$ cat config.mk
export PLATFORM = sky130hd
export DESIGN_NAME = lut_emu_array
export DESIGN_NICKNAME = d
export VERILOG_FILES = /design/src/rtl/lut_emu_pkg.sv /design/src/rtl/lut_emu_imem.sv /design/src/rtl/lut_emu_cell.sv /design/src/rtl/lut_emu_seq.sv /design/src/rtl/lut_emu_array.sv
export SDC_FILE = /design/constraint.sdc
export NUM_CORES = 2
export LEC_CHECK = 0
export CELL_PAD_IN_SITES_DETAIL_PLACEMENT = 1
export CELL_PAD_IN_SITES_GLOBAL_PLACEMENT = 2
export CORE_UTILIZATION = 23
export CTS_CLUSTER_SIZE = 40
export DETAILED_ROUTE_END_ITERATION = 7
export DONT_BUFFER_PORTS = 1
export GPL_TIMING_DRIVEN = 0
export PLACE_DENSITY_LB_ADDON = 0.3
export SETUP_SLACK_MARGIN = 0.05
export SLEW_MARGIN = 20
export SYNTH_ARGS = -nofsm -noshare
export SYNTH_HDL_FRONTEND = slang
export SYNTH_HIERARCHICAL = 1
export SYNTH_SLANG_ARGS = --single-unit
$ cat constraint.sdc
create_clock -name clk -period 10.4 [get_ports clk]
set_input_delay 0.52 -clock clk [delete_from_list [all_inputs] [get_ports clk]]
set_output_delay 0.52 -clock clk [all_outputs]
set_load 0.005 [all_outputs]
$ cat src/rtl/lut_emu_pkg.sv
package lut_emu_pkg;

  // Width of one truth table; a 3-input function has 8 rows.
  localparam int unsigned TBL_W  = 8;
  localparam int unsigned LUT_IN = 3;

  typedef enum logic {
    MODE_LOGIC = 1'b0,
    MODE_MEM   = 1'b1
  } pe_mode_e;

  // Row lookup: the gathered input bits form the row number.
  function automatic logic lut_pick(input logic [TBL_W-1:0] tbl,
                                    input logic [LUT_IN-1:0] row);
    return tbl[row];
  endfunction

  // Storage update: write data when enabled, otherwise keep the held bit.
  function automatic logic cell_next(input logic held, input logic wen,
                                     input logic wdat);
    return wen ? wdat : held;
  endfunction

endpackage

$ cat src/rtl/lut_emu_imem.sv
module lut_emu_imem #(
  parameter int DEPTH = 16,
  parameter int WIDTH = 18,
  parameter int AW    = $clog2(DEPTH)
) (
  input  logic             clk,
  input  logic             rst_n,
  input  logic             wr_en,
  input  logic [AW-1:0]    wr_addr,
  input  logic [WIDTH-1:0] wr_data,
  input  logic [AW-1:0]    rd_addr,
  output logic [WIDTH-1:0] rd_data
);

  logic [WIDTH-1:0] mem_q [DEPTH];

  always_ff @(posedge clk or negedge rst_n) begin
    if (!rst_n) begin
      for (int k = 0; k < DEPTH; k++) mem_q[k] <= '0;
    end else if (wr_en) begin
      mem_q[wr_addr] <= wr_data;
    end
  end

  assign rd_data = mem_q[rd_addr];

endmodule

$ cat src/rtl/lut_emu_cell.sv
module lut_emu_cell
  import lut_emu_pkg::*;
#(
  parameter int NUM_PE  = 8,
  parameter int SEL_W   = 3,
  parameter int INSTR_W = 1 + 3*SEL_W + 8
) (
  input  logic               clk,
  input  logic               rst_n,
  input  logic               step_en,
  input  logic [INSTR_W-1:0] instr,
  input  logic [NUM_PE-1:0]  bus_in,
  output logic               bit_q,
  output logic               wr_evt,
  output logic               wr_val
);

  // Field positions inside the instruction word
  localparam int A_LO = 1;
  localparam int B_LO = A_LO + SEL_W;
  localparam int C_LO = B_LO + SEL_W;
  localparam int T_LO = C_LO + SEL_W;

  pe_mode_e          mode;
  logic [SEL_W-1:0]  sel_a, sel_b, sel_c;
  logic [TBL_W-1:0]  tbl;
  logic              in_a, in_b, in_c;
  logic              lut_bit;
  logic              store_q;
  logic              store_nx;
  logic              out_nx;

  assign mode  = pe_mode_e'(instr[0]);
  assign sel_a = instr[A_LO +: SEL_W];
  assign sel_b = instr[B_LO +: SEL_W];
  assign sel_c = instr[C_LO +: SEL_W];
  assign tbl   = instr[T_LO +: TBL_W];

  assign in_a = bus_in[sel_a];
  assign in_b = bus_in[sel_b];
  assign in_c = bus_in[sel_c];

  assign lut_bit  = lut_pick(tbl, {in_c, in_b, in_a});
  assign store_nx = cell_next(store_q, (mode == MODE_MEM) && in_b, in_a);
  assign out_nx   = (mode == MODE_MEM) ? store_nx : lut_bit;

  // Events brought out for the checker
  assign wr_evt = step_en && (mode == MODE_MEM) && in_b;
  assign wr_val = in_a;

  always_ff @(posedge clk or negedge rst_n) begin
    if (!rst_n) begin
      bit_q   <= 1'b0;
      store_q <= 1'b0;
    end else if (step_en) begin
      bit_q   <= out_nx;
      store_q <= store_nx;
    end
  end

endmodule

$ cat src/rtl/lut_emu_seq.sv
module lut_emu_seq #(
  parameter int STEP_W = 4
) (
  input  logic              clk,
  input  logic              rst_n,
  input  logic              run,
  input  logic [STEP_W-1:0] last_step,
  output logic [STEP_W-1:0] step_q,
  output logic              done_q,
  output logic              wrap_evt
);

  assign wrap_evt = run && (step_q == last_step);

  always_ff @(posedge clk or negedge rst_n) begin
    if (!rst_n) begin
      step_q <= '0;
      done_q <= 1'b0;
    end else begin
      done_q <= wrap_evt;
      if (run) step_q <= wrap_evt ? '0 : step_q + 1'b1;
    end
  end

endmodule

$ cat src/rtl/lut_emu_array.sv
module lut_emu_array #(
  parameter int NUM_PE  = 8,
  parameter int DEPTH   = 16,
  parameter int SEL_W   = $clog2(NUM_PE),
  parameter int STEP_W  = $clog2(DEPTH),
  parameter int INSTR_W = 1 + 3*SEL_W + 8
) (
  input  logic               clk,
  input  logic               rst_n,
  input  logic               run,
  input  logic [STEP_W-1:0]  last_step,
  input  logic               prog_we,
  input  logic [SEL_W-1:0]   prog_pe,
  input  logic [STEP_W-1:0]  prog_addr,
  input  logic [INSTR_W-1:0] prog_data,
  output logic [NUM_PE-1:0]  bus_out,
  output logic [STEP_W-1:0]  step_idx,
  output logic               cycle_done
);

  logic [STEP_W-1:0] step_q;
  logic              wrap_evt;
  logic [NUM_PE-1:0] bus_q;
  logic [NUM_PE-1:0] mem_wr;
  logic [NUM_PE-1:0] mem_wval;

  lut_emu_seq #(.STEP_W(STEP_W)) u_seq (
    .clk       (clk),
    .rst_n     (rst_n),
    .run       (run),
    .last_step (last_step),
    .step_q    (step_q),
    .done_q    (cycle_done),
    .wrap_evt  (wrap_evt)
  );

  for (genvar g = 0; g < NUM_PE; g++) begin : g_pe
    logic [INSTR_W-1:0] instr;
    logic               wr_sel;

    assign wr_sel = prog_we && (prog_pe == SEL_W'(g));

    lut_emu_imem #(.DEPTH(DEPTH), .WIDTH(INSTR_W), .AW(STEP_W)) u_imem (
      .clk     (clk),
      .rst_n   (rst_n),
      .wr_en   (wr_sel),
      .wr_addr (prog_addr),
      .wr_data (prog_data),
      .rd_addr (step_q),
      .rd_data (instr)
    );

    lut_emu_cell #(.NUM_PE(NUM_PE), .SEL_W(SEL_W), .INSTR_W(INSTR_W)) u_cell (
      .clk     (clk),
      .rst_n   (rst_n),
      .step_en (run),
      .instr   (instr),
      .bus_in  (bus_q),
      .bit_q   (bus_q[g]),
      .wr_evt  (mem_wr[g]),
      .wr_val  (mem_wval[g])
    );
  end

  assign bus_out  = bus_q;
  assign step_idx = step_q;

endmodule

==> impl_metrics.csv <==
group,metric,value,unit
detailed_routing,wl_met3,15750,um
clocking,post_cts_buffers,0,
logic_synthesis,yosysSeqAreaShare,53.96,%
logic_synthesis,yosysWarnings,6,
critical_path,worstPathCellList,"buf_12, buf_12, nor2b_1, buf_1, clkbuf_1, a22oi_1, nand2_1, mux4_2, mux2i_1, inv_2, a311oi_1, a31o_1",
power_and_ir_drop,finalPower,27.14,mW
cells_and_area,fin_cells,13433,
critical_path,critPathLaunch,"u_seq/step_q[2]",
clocking,insertion_delay,0.92,ns
logic_synthesis,async_flop_share,100.0,%
critical_path,crit_cells,12,
clocking,cts_buffers,284,
critical_path,cp_data_required_time,11.23,ns
detailed_routing,dr.pass1.iters,5,
timing,max_slew_margin,18.23,%
logic_synthesis,yosysUniqueCellTypes,44,
critical_path,cp-start-kind,"flip-flop",
logic_synthesis,synth-seq-cells,2325,
power_and_ir_drop,p_int,18.62,mW
timing,finClkSkew,0.04855,ns
cells_and_area,layout.area.seq,58230,um^2
power_and_ir_drop,ir_worst_vdd,0.0001229,V
power_and_ir_drop,power_density,215.0,nW/um^2
place,place_congestion,0.7368,
logic_synthesis,synth_ff_type,"dfrtp_1",
timing,slew_violations,0,
place,io_buffers,0,
detailed_routing,vias,62676,
place,place_hpwl,215700,um
critical_path,worstSetupEndpoint,"g_pe[6].u_cell/bit_q",
grt,track_usage,15.23,%
detailed_routing,drt-total-wl,359700,um
critical_path,crit_type,"reg2reg",
logic_synthesis,syn_avg_cell_area,16.18,um^2
detailed_routing,wl_per_cell,26.78,um
timing,fin_setup_tns,0,ns
cells_and_area,nNetsFinal,7037,
clocking,cts_buffer_depth,4,
critical_path,worst_path_largest_cell_delay,0.68,ns
critical_path,endpoint_kind,"flip-flop",
clocking,cts_tree,"built",
critical_path,critPathTopFamily,"buffers and inverters",
die,die_w,686.7,um
timing,max_freq,0.2098,GHz
power_and_ir_drop,p_clk_share,36.4,%
grt,grt_antenna_before_repair,41,
place,pre_cts_ws,5.596,ns
grt,first_global_vias,70846,
power_and_ir_drop,p_leak,57.10,nW
grt,grt_max_degree,213,
logic_synthesis,syn-cell-area,107800,um^2
die,die_y,686.7,um
critical_path,cpMostUsedCell,"buf_12",
logic_synthesis,netlist_instances,6664,
timing,fin_crit_sh,45.84,%
power_and_ir_drop,p_switching,8.522,mW
timing,hold_violations,0,
clocking,root_buffer,"clkbuf_16",
detailed_routing,dr.max_layer_used,"met4",
detailed_routing,wl_met2,175000,um
clocking,path_clk_slew,0.06,ns
cells_and_area,drive_gt1_share,52.90,%
clocking,cts-resized-gates,0,
place,dpl.cell_count,12889,
cells_and_area,n_fill_cell,49101,
die,core_area,467000,um^2
critical_path,cp_max_fo,14,
detailed_routing,vias_per_cell,4.666,
power_and_ir_drop,seqPwrFrac,38.4,%
clocking,cts-htree-levels,5,
critical_path,r2r_cells,12,
detailed_routing,drc,0,
hold_path,worstHoldPathType,"in2reg",
timing,period_minus_slack,4.767,ns
power_and_ir_drop,p_comb_share,25.2,%
job,maxCapViolations,0,
logic_synthesis,synth_edf_count,0,
cells_and_area,multi_input_area,46770,um^2
die,start_util,23.09,%
cells_and_area,syn2layout_area_growth,17.09,%
die,design.die.area,471500,um^2
critical_path,crit_buf_inv,5,
clocking,clock-sinks,2325,
grt,gr-total-overflow,0,
place,post_dp_cell_area,116300,um^2
timing,rsz0062_at_grt,"false",
timing,worst_pin_slew,1.227,ns
cells_and_area,stdcell_area,126200,um^2
status,status,"finished, final reports clean",
detailed_routing,wl_met1,160200,um
critical_path,cpMaxStageDelayCell,"dfrtp_4",
critical_path,rr_startpoint,"u_seq/step_q[2]",
critical_path,rrSetupSlack,5.63,ns
detailed_routing,final_antenna_net_count,0,
critical_path,critical_path_arrival,5.60,ns
logic_synthesis,syn_nets,6698,
timing,timing.final.ws_setup,5.633,ns
grt,grt_pass1_wl,527900,um
power_and_ir_drop,sw_frac_of_total,31.40,%
die,ios,46,
detailed_routing,dr.first_iter.drc_count,3974,
die,rows,251,
timing,final-setup-viol-count,0,
critical_path,regToRegEndpoint,"g_pe[6].u_cell/bit_q",
-- how the worst min path moves through the flow --
stage | startpoint | endpoint | slack, ns | cells after the start
after floorplan | rst_n | g_pe[0].u_cell/bit_q | 0.22 | 0
after global placement | rst_n | g_pe[1].u_imem/mem_q[280] | 0.29 | 0
after detailed placement | rst_n | g_pe[1].u_imem/mem_q[172] | 0.23 | 0
after CTS | prog_addr[3] | g_pe[2].u_imem/mem_q[90] | 0.002 | 3
after global routing | prog_addr[3] | g_pe[2].u_imem/mem_q[90] | 0.04 | 3
final | prog_addr[3] | g_pe[2].u_imem/mem_q[90] | 0.10 | 3
-- metal layers --
metal | track usage [%] | up-vias
li1 | - | 25849
met1 | 20.87 | 35087
met2 | 25.17 | 1284
met3 | 2.228 | 456
met4 | 3.945 | 0
met5 | 0 | -
-- through the flow --
step | hold WS (ns) | util, %
5_1_grt | 0.04268 | 27.03
3_3_place_gp | 0.2921 | 24.75
6_report | 0.1048 | 27.03
4_1_cts | 0.001743 | 27.00
3_5_place_dp | 0.2318 | 24.90
2_1_floorplan | 0.2244 | -
-- power groups by stage --
stage                     Clock (mW)  Combinational, mW  Sequential, mW
after floorplan                    0               4.30            10.3
after global placement             0               6.00            10.9
after detailed placement           0               6.78            10.6
after CTS                       10.2               6.94            10.4
after global routing            10.5               7.28            10.5
final                           9.87               6.84            10.4
-- sequential cells by signal, summed over array words and instances (netlist names) --
register,cells
g_pe.u_imem/mem_q,2304
g_pe.u_cell/bit_q,8
g_pe.u_cell/store_q,8
u_seq/step_q,4
u_seq/done_q,1
-- what timing repair did --
item | 4_1_cts | 5_1_grt
hold buffers | 23 | 0
endpoints found under the hold margin | 1379 | 0
endpoints found under the setup margin | 0 | 0
-- synthesized netlist by cell type, types with 17 or more instances --
| master | instances | area [um^2] |
|---|---|---|
| nor3_4 | 48 | 780.8 |
| buf_4 | 64 | 480.5 |
| dfrtp_1 | 2325 | 58180 |
| mux2i_1 | 81 | 810.8 |
| mux4_2 | 616 | 13870 |
| a22oi_1 | 296 | 2222 |
| nor2_2 | 48 | 300.3 |
| nor2_1 | 48 | 180.2 |
| mux2_2 | 2216 | 24950 |
| buf_6 | 48 | 540.5 |
| clkbuf_1 | 248 | 930.9 |
| nand2_1 | 170 | 638.1 |
| mux2_4 | 80 | 1201 |
| buf_1 | 24 | 90.09 |
| and2_1 | 17 | 106.4 |
| buf_2 | 128 | 640.6 |
-- kinds of logic (layout without fill, tap and decap cells) --
family	after synthesis	count (layout)	synth area share, %
muxes	3009	3009	38.13
DFF	2325	2325	53.96
buffers and inverters	537	1079	2.659
and+or+nand+nor	453	453	2.871
AOI/OAI and AO/OA	334	334	2.326
xor gates and xnor gates	5	5	0.04062
adders and majority gates	1	1	0.01160
other	0	29	0
-- cell type report --
cell class	count	area share, %
Antenna cell	29	0.05748
Buffer	520	2.220
Clock buffer	421	6.746
Clock inverter	68	0.5461
Inverter	17	0.05055
Multi-Input combinational cell	3802	37.05
Sequential cell	2325	46.12
Tap cell	6198	6.143
Timing Repair Buffer	53	1.066
-- worst min-delay path, stage by stage --
cell and delay (ns):
nand2b_4 0.10, nor3_4 0.09, mux2_2 0.23
-- layout by cell type, fill, tap and decap left out, drive strengths merged, types with 17 or more instances in the layout --
cell type,netlist,routed
a22oi,296,296
nor3,48,48
nand2,178,178
mux4,616,616
mux2i,89,89
diode,0,29
buf,272,322
clkbuf,248,669
inv,17,24
and2,17,17
clkinv,0,46
nor2,96,96
nand2b,25,25
mux2,2304,2304
dfrtp,2325,2325
No activity file was read; power rests on OpenSTA's default activity.
